`config.mk`:
```
export PLATFORM = sky130hd
export DESIGN_NAME = dimmer_ctrl
export DESIGN_NICKNAME = d
export VERILOG_FILES = /design/src/rtl/dimmer_pkg.sv /design/src/rtl/dimmer_press.sv /design/src/rtl/dimmer_ramp.sv /design/src/rtl/dimmer_angle.sv /design/src/rtl/dimmer_ctrl.sv
export SDC_FILE = /design/constraint.sdc
export NUM_CORES = 1
export LEC_CHECK = 0
export ABC_AREA = 1
export BUFFER_PORTS_ARGS = -buffer_cell sky130_fd_sc_hd__buf_2
export CAP_MARGIN = 15
export CORE_ASPECT_RATIO = 2
export CORE_MARGIN = 1
export CORE_UTILIZATION = 25
export CTS_BUF_LIST = sky130_fd_sc_hd__clkbuf_8
export DETAILED_ROUTE_END_ITERATION = 8
export PLACE_DENSITY = 0.44
export SETUP_SLACK_MARGIN = 0.1
export SYNTH_ARGS = -nofsm -noshare
export SYNTH_HDL_FRONTEND = slang
export SYNTH_SLANG_ARGS = --single-unit
```
`constraint.sdc`:
```
create_clock -name clk -period 16.2 [get_ports clk]
set_input_delay 3.24 -clock clk [delete_from_list [all_inputs] [get_ports clk]]
set_output_delay 3.24 -clock clk [all_outputs]
set_load 0.03 [all_outputs]
```
`src/rtl/dimmer_pkg.sv`:
```
package dimmer_pkg;
  typedef enum logic [2:0] {
    MD_IDLE    = 3'd0,
    MD_SOFT_UP = 3'd1,
    MD_SOFT_DN = 3'd2,
    MD_HOLD_UP = 3'd3,
    MD_HOLD_DN = 3'd4
  } ramp_mode_e;

  function automatic int imax(input int a, input int b);
    return (a > b) ? a : b;
  endfunction
endpackage

```
`src/rtl/dimmer_press.sv`:
```
module dimmer_press #(
  parameter bit ACT_LOW     = 1'b0,
  parameter int SYNC_STAGES = 2,
  parameter int SHORT_MIN   = 34,
  parameter int SHORT_MAX   = 325,
  parameter int LONG_MIN    = 334
) (
  input  logic clk,
  input  logic rst,
  input  logic tick,
  input  logic btn_raw,
  output logic active,
  output logic start,
  output logic short_evt,
  output logic long_hold
);
  localparam int CW = $clog2(LONG_MIN + 1);
  localparam logic [CW-1:0] C_SMIN = CW'(SHORT_MIN);
  localparam logic [CW-1:0] C_SMAX = CW'(SHORT_MAX);
  localparam logic [CW-1:0] C_LMIN = CW'(LONG_MIN);

  logic [SYNC_STAGES-1:0] sync_q;
  logic [CW-1:0]          dur_q;
  logic                   now_act;

  assign now_act = sync_q[SYNC_STAGES-1];

  always_ff @(posedge clk) begin
    if (rst) begin
      sync_q    <= '0;
      dur_q     <= '0;
      active    <= 1'b0;
      start     <= 1'b0;
      short_evt <= 1'b0;
      long_hold <= 1'b0;
    end else begin
      sync_q    <= {sync_q[SYNC_STAGES-2:0], btn_raw ^ ACT_LOW};
      active    <= now_act;
      start     <= now_act & ~active;
      short_evt <= 1'b0;
      if (!now_act) begin
        dur_q <= '0;
        if (active && dur_q >= C_SMIN && dur_q <= C_SMAX)
          short_evt <= 1'b1;
      end else if (tick && dur_q < C_LMIN) begin
        dur_q <= dur_q + 1'b1;
      end
      long_hold <= now_act && (dur_q >= C_LMIN);
    end
  end
endmodule

```
`src/rtl/dimmer_ramp.sv`:
```
module dimmer_ramp
  import dimmer_pkg::*;
#(
  parameter int LVL_MAX  = 83,
  parameter int KNEE_LVL = 16,
  parameter int UP_DIV   = 34,
  parameter int DN_DIV   = 67,
  parameter int SLOW_DIV = 62,
  parameter int FAST_DIV = 40,
  parameter bit INSTANT  = 1'b0,
  parameter int LW       = 7
) (
  input  logic          clk,
  input  logic          rst,
  input  logic          tick,
  input  logic          start_up,
  input  logic          start_dn,
  input  logic          short_up,
  input  logic          short_dn,
  input  logic          long_up,
  input  logic          long_dn,
  input  logic          any_act,
  input  logic          doze_fall,
  output logic [LW-1:0] lvl
);
  localparam int MAXD = imax(imax(UP_DIV, DN_DIV), imax(SLOW_DIV, FAST_DIV));
  localparam int DW   = $clog2(MAXD + 1);
  localparam logic [LW-1:0] L_MAX  = LW'(LVL_MAX);
  localparam logic [LW-1:0] L_MIN  = LW'(1);
  localparam logic [LW-1:0] L_KNEE = LW'(KNEE_LVL);

  ramp_mode_e    mode;
  logic [LW-1:0] tgt;
  logic [LW-1:0] mem;
  logic [DW-1:0] dcnt;
  int            div_sel;
  logic          step_due;
  logic [LW-1:0] up_next;
  logic [LW-1:0] dn_next;

  always_comb begin
    case (mode)
      MD_SOFT_UP: div_sel = UP_DIV;
      MD_SOFT_DN: div_sel = DN_DIV;
      MD_HOLD_UP,
      MD_HOLD_DN: div_sel = (lvl < L_KNEE) ? SLOW_DIV : FAST_DIV;
      default:    div_sel = 1;
    endcase
  end

  assign step_due = tick && ((int'(dcnt) + 1) >= div_sel);
  assign up_next  = INSTANT ? tgt : lvl + 1'b1;
  assign dn_next  = INSTANT ? tgt : lvl - 1'b1;

  always_ff @(posedge clk) begin
    if (rst) begin
      mode <= MD_IDLE;
      lvl  <= '0;
      tgt  <= '0;
      mem  <= L_MAX;
      dcnt <= '0;
    end else if (long_up) begin
      if (mode != MD_HOLD_UP) begin
        mode <= MD_HOLD_UP;
        dcnt <= '0;
        if (lvl == '0) lvl <= L_MIN;
      end else if (step_due) begin
        dcnt <= '0;
        if (lvl < L_MAX) lvl <= INSTANT ? L_MAX : lvl + 1'b1;
      end else if (tick) begin
        dcnt <= dcnt + 1'b1;
      end
    end else if (long_dn && lvl != '0) begin
      if (mode != MD_HOLD_DN) begin
        mode <= MD_HOLD_DN;
        dcnt <= '0;
      end else if (step_due) begin
        dcnt <= '0;
        if (lvl > L_MIN) lvl <= INSTANT ? L_MIN : lvl - 1'b1;
      end else if (tick) begin
        dcnt <= dcnt + 1'b1;
      end
    end else if (short_up && lvl == '0) begin
      mode <= MD_SOFT_UP;
      tgt  <= mem;
      dcnt <= '0;
    end else if (short_dn && lvl != '0 && mode != MD_SOFT_DN) begin
      mem  <= lvl;
      mode <= MD_SOFT_DN;
      tgt  <= '0;
      dcnt <= '0;
    end else if ((start_up && mode == MD_SOFT_DN) ||
                 (start_dn && mode == MD_SOFT_UP)) begin
      mode <= MD_IDLE;
      dcnt <= '0;
    end else if (doze_fall && !any_act && mode == MD_IDLE && lvl != '0) begin
      lvl <= lvl - 1'b1;
    end else begin
      case (mode)
        MD_SOFT_UP: begin
          if (lvl >= tgt) begin
            mode <= MD_IDLE;
          end else if (step_due) begin
            dcnt <= '0;
            lvl  <= up_next;
            if (up_next == tgt) mode <= MD_IDLE;
          end else if (tick) begin
            dcnt <= dcnt + 1'b1;
          end
        end
        MD_SOFT_DN: begin
          if (lvl == '0) begin
            mode <= MD_IDLE;
          end else if (step_due) begin
            dcnt <= '0;
            lvl  <= dn_next;
            if (dn_next == '0) mode <= MD_IDLE;
          end else if (tick) begin
            dcnt <= dcnt + 1'b1;
          end
        end
        MD_HOLD_UP, MD_HOLD_DN: begin
          mode <= MD_IDLE;
          dcnt <= '0;
        end
        default: dcnt <= '0;
      endcase
    end
  end
endmodule

```
`src/rtl/dimmer_angle.sv`:
```
module dimmer_angle #(
  parameter int LVL_MAX = 83,
  parameter int MIN_ANG = 41,
  parameter int MAX_ANG = 159,
  parameter int LW      = 7,
  parameter int AW      = 8
) (
  input  logic          clk,
  input  logic          rst,
  input  logic [LW-1:0] lvl,
  output logic [AW-1:0] angle,
  output logic          lamp_on
);
  localparam int SPAN = MAX_ANG - MIN_ANG;
  localparam int DEN  = LVL_MAX - 1;
  localparam int HALF = DEN / 2;

  int            scaled;
  logic [AW-1:0] ang_next;

  always_comb begin
    scaled   = (int'(lvl) - 1) * SPAN + HALF;
    ang_next = (lvl == '0) ? '0 : AW'(MIN_ANG + scaled / DEN);
  end

  always_ff @(posedge clk) begin
    if (rst) begin
      angle   <= '0;
      lamp_on <= 1'b0;
    end else begin
      angle   <= ang_next;
      lamp_on <= (lvl != '0);
    end
  end
endmodule

```
`src/rtl/dimmer_ctrl.sv`:
```
module dimmer_ctrl #(
  parameter bit ACT_LOW     = 1'b0,
  parameter bit INSTANT     = 1'b0,
  parameter int SYNC_STAGES = 2,
  parameter int SHORT_MIN   = 34,
  parameter int SHORT_MAX   = 325,
  parameter int LONG_MIN    = 334,
  parameter int LVL_MAX     = 83,
  parameter int MIN_ANG     = 41,
  parameter int MAX_ANG     = 159,
  parameter int KNEE_ANG    = 64,
  parameter int UP_DIV      = 34,
  parameter int DN_DIV      = 67,
  parameter int SLOW_DIV    = 62,
  parameter int FAST_DIV    = 40,
  parameter int AW          = 8
) (
  input  logic          clk,
  input  logic          rst,
  input  logic          tick,
  input  logic          up_in,
  input  logic          dn_in,
  input  logic          doze_in,
  output logic [AW-1:0] angle,
  output logic          lamp_on
);
  localparam int LW       = $clog2(LVL_MAX + 1);
  localparam int KNEE_LVL = 1 + ((KNEE_ANG - MIN_ANG) * (LVL_MAX - 1)) / (MAX_ANG - MIN_ANG);

  logic [1:0]             btn_raw;
  logic [1:0]             ev_act;
  logic [1:0]             ev_start;
  logic [1:0]             ev_short;
  logic [1:0]             ev_long;
  logic [SYNC_STAGES-1:0] dz_sync;
  logic                   dz_last;
  logic                   dz_fall;
  logic [LW-1:0]          lvl;

  assign btn_raw = {dn_in, up_in};

  for (genvar i = 0; i < 2; i++) begin : g_btn
    dimmer_press #(
      .ACT_LOW    (ACT_LOW),
      .SYNC_STAGES(SYNC_STAGES),
      .SHORT_MIN  (SHORT_MIN),
      .SHORT_MAX  (SHORT_MAX),
      .LONG_MIN   (LONG_MIN)
    ) u_press (
      .clk      (clk),
      .rst      (rst),
      .tick     (tick),
      .btn_raw  (btn_raw[i]),
      .active   (ev_act[i]),
      .start    (ev_start[i]),
      .short_evt(ev_short[i]),
      .long_hold(ev_long[i])
    );
  end

  always_ff @(posedge clk) begin
    if (rst) begin
      dz_sync <= '0;
      dz_last <= 1'b0;
    end else begin
      dz_sync <= {dz_sync[SYNC_STAGES-2:0], doze_in};
      dz_last <= dz_sync[SYNC_STAGES-1];
    end
  end
  assign dz_fall = dz_last & ~dz_sync[SYNC_STAGES-1];

  dimmer_ramp #(
    .LVL_MAX (LVL_MAX),
    .KNEE_LVL(KNEE_LVL),
    .UP_DIV  (UP_DIV),
    .DN_DIV  (DN_DIV),
    .SLOW_DIV(SLOW_DIV),
    .FAST_DIV(FAST_DIV),
    .INSTANT (INSTANT),
    .LW      (LW)
  ) u_ramp (
    .clk      (clk),
    .rst      (rst),
    .tick     (tick),
    .start_up (ev_start[0]),
    .start_dn (ev_start[1]),
    .short_up (ev_short[0]),
    .short_dn (ev_short[1]),
    .long_up  (ev_long[0]),
    .long_dn  (ev_long[1]),
    .any_act  (|ev_act),
    .doze_fall(dz_fall),
    .lvl      (lvl)
  );

  dimmer_angle #(
    .LVL_MAX(LVL_MAX),
    .MIN_ANG(MIN_ANG),
    .MAX_ANG(MAX_ANG),
    .LW     (LW),
    .AW     (AW)
  ) u_angle (
    .clk    (clk),
    .rst    (rst),
    .lvl    (lvl),
    .angle  (angle),
    .lamp_on(lamp_on)
  );
endmodule

```
== Word-level counts from Yosys, hierarchy flattened ==
Index checks and enable logic that the tools add are counted.
Storage, ports and cells
  flip-flop bits (word level): 73
Operators by class
  $add $sub $neg: 9
  multipliers: 1
  div/mod/pow operators: 1
  magnitude comparators: 13
  eq/ne operators: 30
  mux-type cells: 52
  bitwise operators: 11
  reduce and logical (&&, ||, !) cells: 39
Operators by type and width (number)
  7-bit 2-to-1 mux: 31
  32-bit one-hot mux with 3 select lines: 1
  3-bit 2-to-1 mux: 14
  32-bit by 7-bit adder with 32-bit output, second input constant: 1
  32-bit by 8-bit divider with 32-bit output, second input constant: 1
  32-bit greater-or-equal comparator: 1
  32-bit by 7-bit multiplier with 31-bit output, second input constant: 1
  7-bit one-hot mux with 2 select lines: 2
  3-bit by 2-bit != test with 1-bit output, second input constant: 7
  9-bit by 1-bit adder with 9-bit output, second input constant: 2
  9-bit by 6-bit greater-or-equal comparator with 1-bit output, second input constant: 2
  9-bit greater-or-equal comparator, second input constant: 2
  9-bit less-or-equal comparator, second input constant: 2
  1-bit logical AND: 18
  9-bit less-than comparator, second input constant: 2
  8-bit by 4-bit != test with 1-bit output, second input constant: 2
  7-bit by 1-bit adder with 7-bit output, second input constant: 2
  7-bit logical NOT: 2
  14-bit AND reduction: 1
  2-bit OR reduction: 7
  3-bit != test, second input constant: 4
  3-bit one-hot mux with 3 select lines: 1
  7-bit by 1-bit adder with 8-bit output, second input constant: 1
  7-bit by 8-bit adder with 8-bit output, first input constant: 1
  34 further kinds: 48

== Longest topological paths before layout ==
Gate-level depths: netlist (run 1).
  depth after elaboration: 14
  depth in mapped cells: 129
  gate-level depth less buffers: 129

== By module ==
From an unflattened synthesis (run 1), not the netlist that was laid out.
Second synthesis, totals
  cell total of the unflattened synthesis: 1806
  area, all modules: 10929.2 sq um
By module, submodules not included
  dimmer_angle: times used 1, cells each 1103, area each 6461.2 sq um, seq. area each 180.2 sq um
  dimmer_ramp: times used 1, cells each 451, area each 2710.1 sq um, seq. area each 620.6 sq um
  dimmer_press: times used 2, cells each 119, area each 827.0 sq um, seq. area each 300.3 sq um
  dimmer_ctrl: times used 1, cells each 14, area each 103.8 sq um, seq. area each 60.1 sq um

== Least setup slack after synthesis (run 1) ==
No wires, ideal clock.
  kind: flip-flop to flip-flop
  start point: register u_ramp.lvl[0]
  end point: register u_angle.angle[6]
  library setup time: 0.115 ns
  data arrival time: 13.453 ns
  required time: 16.085 ns
  slack: 2.632 ns
  stages on the path, launching flop included: 113
  buffers on the path: 2
  clock period less this slack: 13.568 ns
  cells stage by stage: dfxtp_1 inv_2 ha_1 inv_1 nor2_1 inv_1 o21ai_0 inv_1 nor2_1 a21oi_1 fa_1 fa_1 fa_1 ha_1 nand2_1 inv_1 nand2_1 nand2_1 [77 not listed] nand2_4 inv_2 nand2_2 nand2_1 nand3_1 nand3_1 nand2_2 inv_2 ha_1 o21ai_0 inv_1 ha_1 nand2_1 nand2_1 nand2_1 nand3_1 nand2_1 nor2_1
On the way
  word-level cells in the longest chain between the ends: 5
  elaborated cells between the ends (all ways): 7
Ends and longest elaborated chain
  from (decl): RTL line dimmer_ramp.sv:24  | output logic [LW-1:0] lvl
  from (signal assigned): RTL line dimmer_ramp.sv:69  | if (lvl < L_MAX) lvl <= INSTANT ? L_MAX : lvl + 1'b1;
  from (signal assigned): RTL line dimmer_ramp.sv:79  | if (lvl > L_MIN) lvl <= INSTANT ? L_MIN : lvl - 1'b1;
  from (signal assigned): RTL line dimmer_ramp.sv:97  | lvl <= lvl - 1'b1;
  7-bit by 1-bit subtractor with 8-bit output: RTL line dimmer_angle.sv:22  | scaled = (int'(lvl) - 1) * SPAN + HALF;
  32-bit by 7-bit multiplier with 31-bit output: RTL line dimmer_angle.sv:22
  32-bit by 7-bit adder with 32-bit output: RTL line dimmer_angle.sv:22
  32-bit by 8-bit divider with 32-bit output: RTL line dimmer_angle.sv:23  | ang_next = (lvl == '0) ? '0 : AW'(MIN_ANG + scaled / DEN);
  7-bit by 8-bit adder with 8-bit output: RTL line dimmer_angle.sv:23
  to (signal assigned): RTL line dimmer_angle.sv:31  | angle <= ang_next;
  to (decl): RTL line dimmer_angle.sv:11  | output logic [AW-1:0] angle,
Parallel ways exist; a longest one is shown, timed or not.
A chain may end at the register's enable or synchronous reset.

== Final worst setup path (run 1) ==
Same ends and word-level chain as after synthesis.

==> impl_metrics.py, run 1 <==
metrics = {
    "grt": {
        "grt_pass1_vias": 9890,
        "grt_pass1_wl_mm": 46.7,
        "antenna_found_initial": 0,
        "grt.total_usage_pct": 14.2,
        "grt_overflow_total": 0,
        "grt_max_degree": 25,
    },
    "die": {
        "ios": 15,
        "core_um2": 39600,
        "die_w_um": 144,
        "design.die.area_um2": 41100,
        "die-height_um": 286,
        "start_util_pct": 25.5,
        "rows": 103,
    },
    "clocking": {
        "cts_max_level": 3,
        "clock_sinks": 73,
        "clockBufferDepth": 2,
        "path_clk_slew_ns": 0.10,
        "worstSkewPairLatency_ns": 0.38,
        "cts_buffers": 9,
        "cts-root-buf": "clkbuf_8",
        "tritoncts": "built",
    },
    "worst_hold_path": {
        "worstHoldEndpoint": "dz_sync[1]",
        "hold_class": "flop to flop",
        "hold_start": "dz_sync[0]",
        "hold_path_depth": 2,
    },
    "detailed_routing": {
        "via_per_inst": 4.58,
        "routed_wirelength_mm": 28.6,
        "vias": 9755,
        "antenna_left": 0,
        "first_iter_violations": 275,
        "wire_per_inst_um": 13.4,
        "drt_pre_antenna_iters": 5,
        "drc": 0,
    },
    "setup_path": {
        "cp-start-kind": "flop",
        "max_stage_delay_ns": 0.56,
        "worstSetupStartpoint": "u_ramp.lvl[0]",
        "reg2reg_from": "u_ramp.lvl[0]",
        "critPathBufInv": 16,
        "rrSetupSlack_ns": 1.52,
        "reg2reg_depth": 109,
        "critPathArrivalTime_ns": 14.96,
        "crit_required_ns": 16.48,
        "slowest_stage": "fa_1",
        "crit_fanout": 11,
        "worst_r2r_endpoint": "u_angle.angle[6]",
        "end_kind": "flop",
        "crit_family": "simple AND/OR/NAND/NOR gates",
        "critical_path_class": "flop to flop",
    },
    "sta": {
        "rsz0062_at_grt": "no",
        "setup_viol": 0,
        "worst_pin_slew_ns": 0.772,
        "hold_viol": 0,
        "skew_ns": 0.0221,
        "drv_slew": 0,
        "period_share_pct": 90.6,
        "layout_min_cycle_time_ns": 14.68,
        "finalSetupTns_ns": 0,
        "max_freq_mhz": 68.1,
        "max_slew_margin_pct": 48.0,
    },
    "synth": {
        "syn_inst": 1568,
        "syn-cell-area_um2": 10100,
        "synth_top_area_share_pct": 14.5,
        "synth_area_per_cell_um2": 6.42,
        "synthFlopType": "dfxtp_1",
        "synth_cell_type_count": 66,
        "async_flop_share_pct": 0,
        "yosys_warnings": 0,
        "yosysTopAreaCell": "dfxtp_1",
        "syn-num-nets": 1655,
        "synth-seq-area-share_pct": 14.5,
        "synthMostInstantiatedCell": "nand2_1",
        "synth_seq_cells": 73,
        "synth_common_cells": "nand2_1, inv_1, nand3_1, nor2_1, nand2_2",
        "synth_area_leaders": "dfxtp_1, nand2_1, inv_1, ha_1, nand3_1",
        "synth-edff-count": 0,
    },
    "placed_design": {
        "io_buffers": 14,
        "post-dp-hpwl_mm": 24.0,
        "place.gp.congestion": 0.827,
    },
    "outcome": {
        "status": "completed",
    },
    "finish": {
        "utilization_pct": 28.3,
        "layout-drive-gt1-share_pct": 19.7,
        "area.growth.synth_to_final_pct": 11.4,
        "num_antenna_cells": 0,
        "layout.nets": 1688,
    },
    "job": {
        "max-cap-violations": 0,
    },
}
[metal layers]
| metal | track usage (%) | up-vias | share of wire (%) | routed length [um] |
|---|---|---|---|---|
| li1 | - | 5114 | - | - |
| met5 | 0 | - | 0 | 0 |
| met4 | 5.40 | 0 | 3.1 | 887 |
| met3 | 1.22 | 54 | 1.5 | 436 |
| met2 | 31.1 | 101 | 61 | 17600 |
| met1 | 12.5 | 4486 | 34 | 9680 |
[worst register-to-register path: cells and delay by family (launching register included)]
kind,cells,cell delay [ns]
AOI/OAI and AO/OA,9,1.53
adders and majority gates,9,3.23
DFF,1,0.40
buffers and inverters,16,1.33
xor gates and xnor gates,1,0.20
and+or+nand+nor,74,7.89
[area by class of cell]
| class | instances | area [um2] |
|---|---|---|
| sequential | 73 | 1470 |
| multi-input combinational | 1217 | 7650 |
| fill | 4495 | 28300 |
| inverter | 268 | 1030 |
| timing repair buffer | 32 | 205 |
| clock buffer | 10 | 138 |
| tap | 525 | 657 |
| clock inverter | 6 | 66.3 |
[cell usage in the layout, fill, tap and decap left out, types with 44 or more instances in the layout]
master | Yosys | routed
dfxtp_1 | 73 | 71
o21ai_0 | 49 | 48
a21oi_1 | 69 | 69
ha_1 | 62 | 60
inv_1 | 221 | 219
nand2_2 | 92 | 91
nor2_1 | 121 | 117
xor2_1 | 45 | 44
nand3_1 | 131 | 131
nand2_1 | 357 | 355
[stage by stage]
step           cell area (um2)  setup slack [ns]  hold WS (ns)  std cells
2_1_floorplan            10100              2.63         0.388       1568
3_3_place_gp             10800             0.666         0.392       2102
3_5_place_dp             10800             0.444         0.396       2102
4_1_cts                  11000             0.387         0.411       2118
5_1_grt                  11200             0.118         0.419       2131
6_report                 11200              1.52         0.405       2131
[logic make-up (layout without fill, tap and decap cells)]
| kind of cell | after synthesis | after routing | synth area share (%) |
|---|---|---|---|
| xor+xnor | 64 | 64 | 5.83 |
| mux | 1 | 1 | 0.0994 |
| buf+inv | 280 | 316 | 11.1 |
| simple gates | 871 | 873 | 44.6 |
| compound gates | 198 | 198 | 12.4 |
| flops | 73 | 73 | 14.5 |
| fa+ha+maj | 81 | 81 | 11.5 |
[state kept, by name, indices dropped and copies added, names as in the netlist]
| register | cells |
|---|---|
| g_btn.u_press.dur_q | 18 |
| u_angle.angle | 8 |
| u_ramp.dcnt | 7 |
| u_ramp.lvl | 7 |
| u_ramp.mem | 7 |
| u_ramp.tgt | 7 |
| g_btn.u_press.sync_q | 4 |
| u_ramp.mode | 3 |
| dz_sync | 2 |
| g_btn.u_press.active | 2 |
| g_btn.u_press.long_hold | 2 |
| g_btn.u_press.short_evt | 2 |
| g_btn.u_press.start | 2 |
| dz_last | 1 |
| u_angle.lamp_on | 1 |
[repair_timing]
item | 4_1_cts | 5_1_grt
hold buffers | 0 | 0
buffers inserted | 0 | 11
resized for setup | 0 | 33
endpoints found under the setup margin | 0 | 7
[worst max-delay path by stage]
stage	endpoint	slack (ns)	depth (start not counted)
after floorplan	u_angle.angle[6]	2.63	112
after global placement	u_angle.angle[6]	0.67	106
after detailed placement	u_angle.angle[6]	0.44	105
after CTS	u_angle.angle[6]	0.39	109
after global routing	u_angle.angle[4]	0.12	110
final	u_angle.angle[6]	1.52	109
Power of run 1 is left out: the tool's default activity adds up to more than one toggle a clock period on the data nets, which glitch-free logic cannot reach.
==> inputs of run 2 (changes only) <==
--- a/config.mk
+++ b/config.mk
@@ -6,12 +6,11 @@
 export NUM_CORES = 1
 export LEC_CHECK = 0
 export ABC_AREA = 1
-export BUFFER_PORTS_ARGS = -buffer_cell sky130_fd_sc_hd__buf_2
+export BUFFER_PORTS_ARGS = -buffer_cell sky130_fd_sc_hd__clkbuf_2
 export CAP_MARGIN = 15
 export CORE_ASPECT_RATIO = 2
 export CORE_MARGIN = 1
 export CORE_UTILIZATION = 25
-export CTS_BUF_LIST = sky130_fd_sc_hd__clkbuf_8
 export DETAILED_ROUTE_END_ITERATION = 8
 export PLACE_DENSITY = 0.44
 export SETUP_SLACK_MARGIN = 0.1
==> impl_metrics.py, run 2 (synthesis gave the netlist of run 1 again) <==
metrics = {
    "sta": {
        "setup_viol": 0,
        "hold_viol": 0,
        "layout_min_cycle_time_ns": 14.70,
        "worst_pin_slew_ns": 0.809,
        "finalSetupTns_ns": 0,
        "period_share_pct": 90.7,
        "skew_ns": 0.0153,
        "drv_slew": 0,
        "max_freq_mhz": 68.0,
        "rsz0062_at_grt": "no",
        "max_slew_margin_pct": 45.6,
    },
    "setup_path": {
        "crit_required_ns": 16.45,
        "crit_fanout": 11,
        "rrSetupSlack_ns": 1.50,
        "critPathArrivalTime_ns": 14.94,
        "critical_path_class": "flop to flop",
        "max_stage_delay_ns": 0.57,
        "end_kind": "flop",
        "reg2reg_from": "u_ramp.lvl[0]",
        "worst_r2r_endpoint": "u_angle.angle[6]",
        "crit_family": "simple AND/OR/NAND/NOR gates",
        "crit_top_cell": "nand2_2",
        "slowest_stage": "fa_1",
        "reg2reg_depth": 109,
        "cp-start-kind": "flop",
        "critPathBufInv": 13,
    },
    "finish": {
        "final_cell_area_um2": 11300,
        "layout.nets": 1687,
        "layout.cells.non_filler": 2130,
        "area.growth.synth_to_final_pct": 12.5,
        "num_antenna_cells": 0,
        "layout_common_cells": "nand2_1, inv_1, nand3_1",
        "n_fill_cell": 4425,
        "final_common_cell": "nand2_1",
        "layout-drive-gt1-share_pct": 20.1,
        "reg_top3": "g_btn.u_press.dur_q x18, u_angle.angle x8",
        "largest-register": "g_btn.u_press.dur_q",
        "largest_register_ffs": 18,
    },
    "detailed_routing": {
        "drt_pre_antenna_iters": 5,
        "drt-met1-wl_mm": 9.65,
        "antenna_left": 0,
        "first_iter_violations": 273,
        "wl_met2_mm": 17.3,
        "drc": 0,
        "via_per_inst": 4.59,
        "highest_layer": "met4",
        "vias": 9783,
        "routed_wirelength_mm": 28.5,
        "wire_per_inst_um": 13.4,
        "wl_met3_um": 408,
    },
    "die": {
        "die-height_um": 286,
        "die_w_um": 144,
        "start_util_pct": 25.5,
        "core_um2": 39600,
        "rows": 103,
        "design.die.area_um2": 41100,
        "ios": 15,
    },
    "clocking": {
        "clock_sinks": 73,
        "cts-root-buf": "clkbuf_16",
        "cts_max_level": 3,
        "cts_buffers": 9,
        "worstSkewPairLatency_ns": 0.36,
        "tritoncts": "built",
        "postCtsHoldBufs": 0,
        "path_clk_slew_ns": 0.07,
        "clockBufferDepth": 2,
    },
    "job": {
        "max-cap-violations": 0,
    },
    "placed_design": {
        "io_buffers": 14,
        "placed_area_um2": 10800,
        "place.gp.congestion": 0.823,
        "dp_cells": 2101,
        "post-dp-hpwl_mm": 24.0,
    },
    "grt": {
        "grt.total_usage_pct": 14.2,
        "grt_pass1_wl_mm": 46.3,
        "grt_pass1_vias": 9963,
        "antenna_found_initial": 0,
        "grt_max_degree": 25,
        "grt_overflow_total": 0,
    },
    "worst_hold_path": {
        "worstHoldEndpoint": "dz_sync[1]",
        "hold_class": "flop to flop",
        "hold_path_depth": 2,
        "hold_start": "dz_sync[0]",
    },
    "outcome": {
        "status": "completed",
    },
}
-- run 2: repair_timing --
action | CTS | global route
endpoints found under the setup margin | 0 | 7
resized for setup | 0 | 39
setup buffers | 0 | 12
-- run 2: per-layer routing --
metal  track usage [%]  vias up
met1              12.1     4499
met2              31.0      106
met4              6.01        0
met3              1.32       62
li1                  -     5116
met5                 0        -
-- run 2: per-stage QoR --
stage	utilization (%)	hold slack [ns]	worst slack [ns]
6_report	28.6	0.404	1.50
5_1_grt	28.6	0.419	0.0804
4_1_cts	27.9	0.407	0.387
3_5_place_dp	27.2	0.397	0.418
3_3_place_gp	27.2	0.392	0.665
2_1_floorplan	-	0.388	2.63
-- run 2: worst min-delay path: cells and delay by family, from the launching register on --
kind / cells / cell delay (ns)
buffers and inverters: 1 / 0.04
flip-flops: 1 / 0.30
AND/OR/NAND/NOR: 1 / 0.03
-- run 2: worst max-delay path by stage --
stage | cells after the start | to | from | slack, ns
detailed placement | 103 | u_angle.angle[4] | u_ramp.lvl[0] | 0.42
floorplan | 112 | u_angle.angle[6] | u_ramp.lvl[0] | 2.63
CTS | 104 | u_angle.angle[4] | u_ramp.lvl[0] | 0.39
finish | 109 | u_angle.angle[6] | u_ramp.lvl[0] | 1.50
global placement | 106 | u_angle.angle[6] | u_ramp.lvl[0] | 0.66
global route | 111 | u_angle.angle[6] | u_ramp.lvl[0] | 0.08
-- run 2: final cells by class --
type,instances,area (um2),area share (%)
clock inverters,7,76.3,0.674
well taps,525,657,5.80
clock buffers,9,225,1.99
flip-flops and latches,73,1470,12.9
multi-input cells,1216,7670,67.7
repair buffers,32,205,1.81
inverters,268,1030,9.10
Power of run 2 is left out for the same reason.
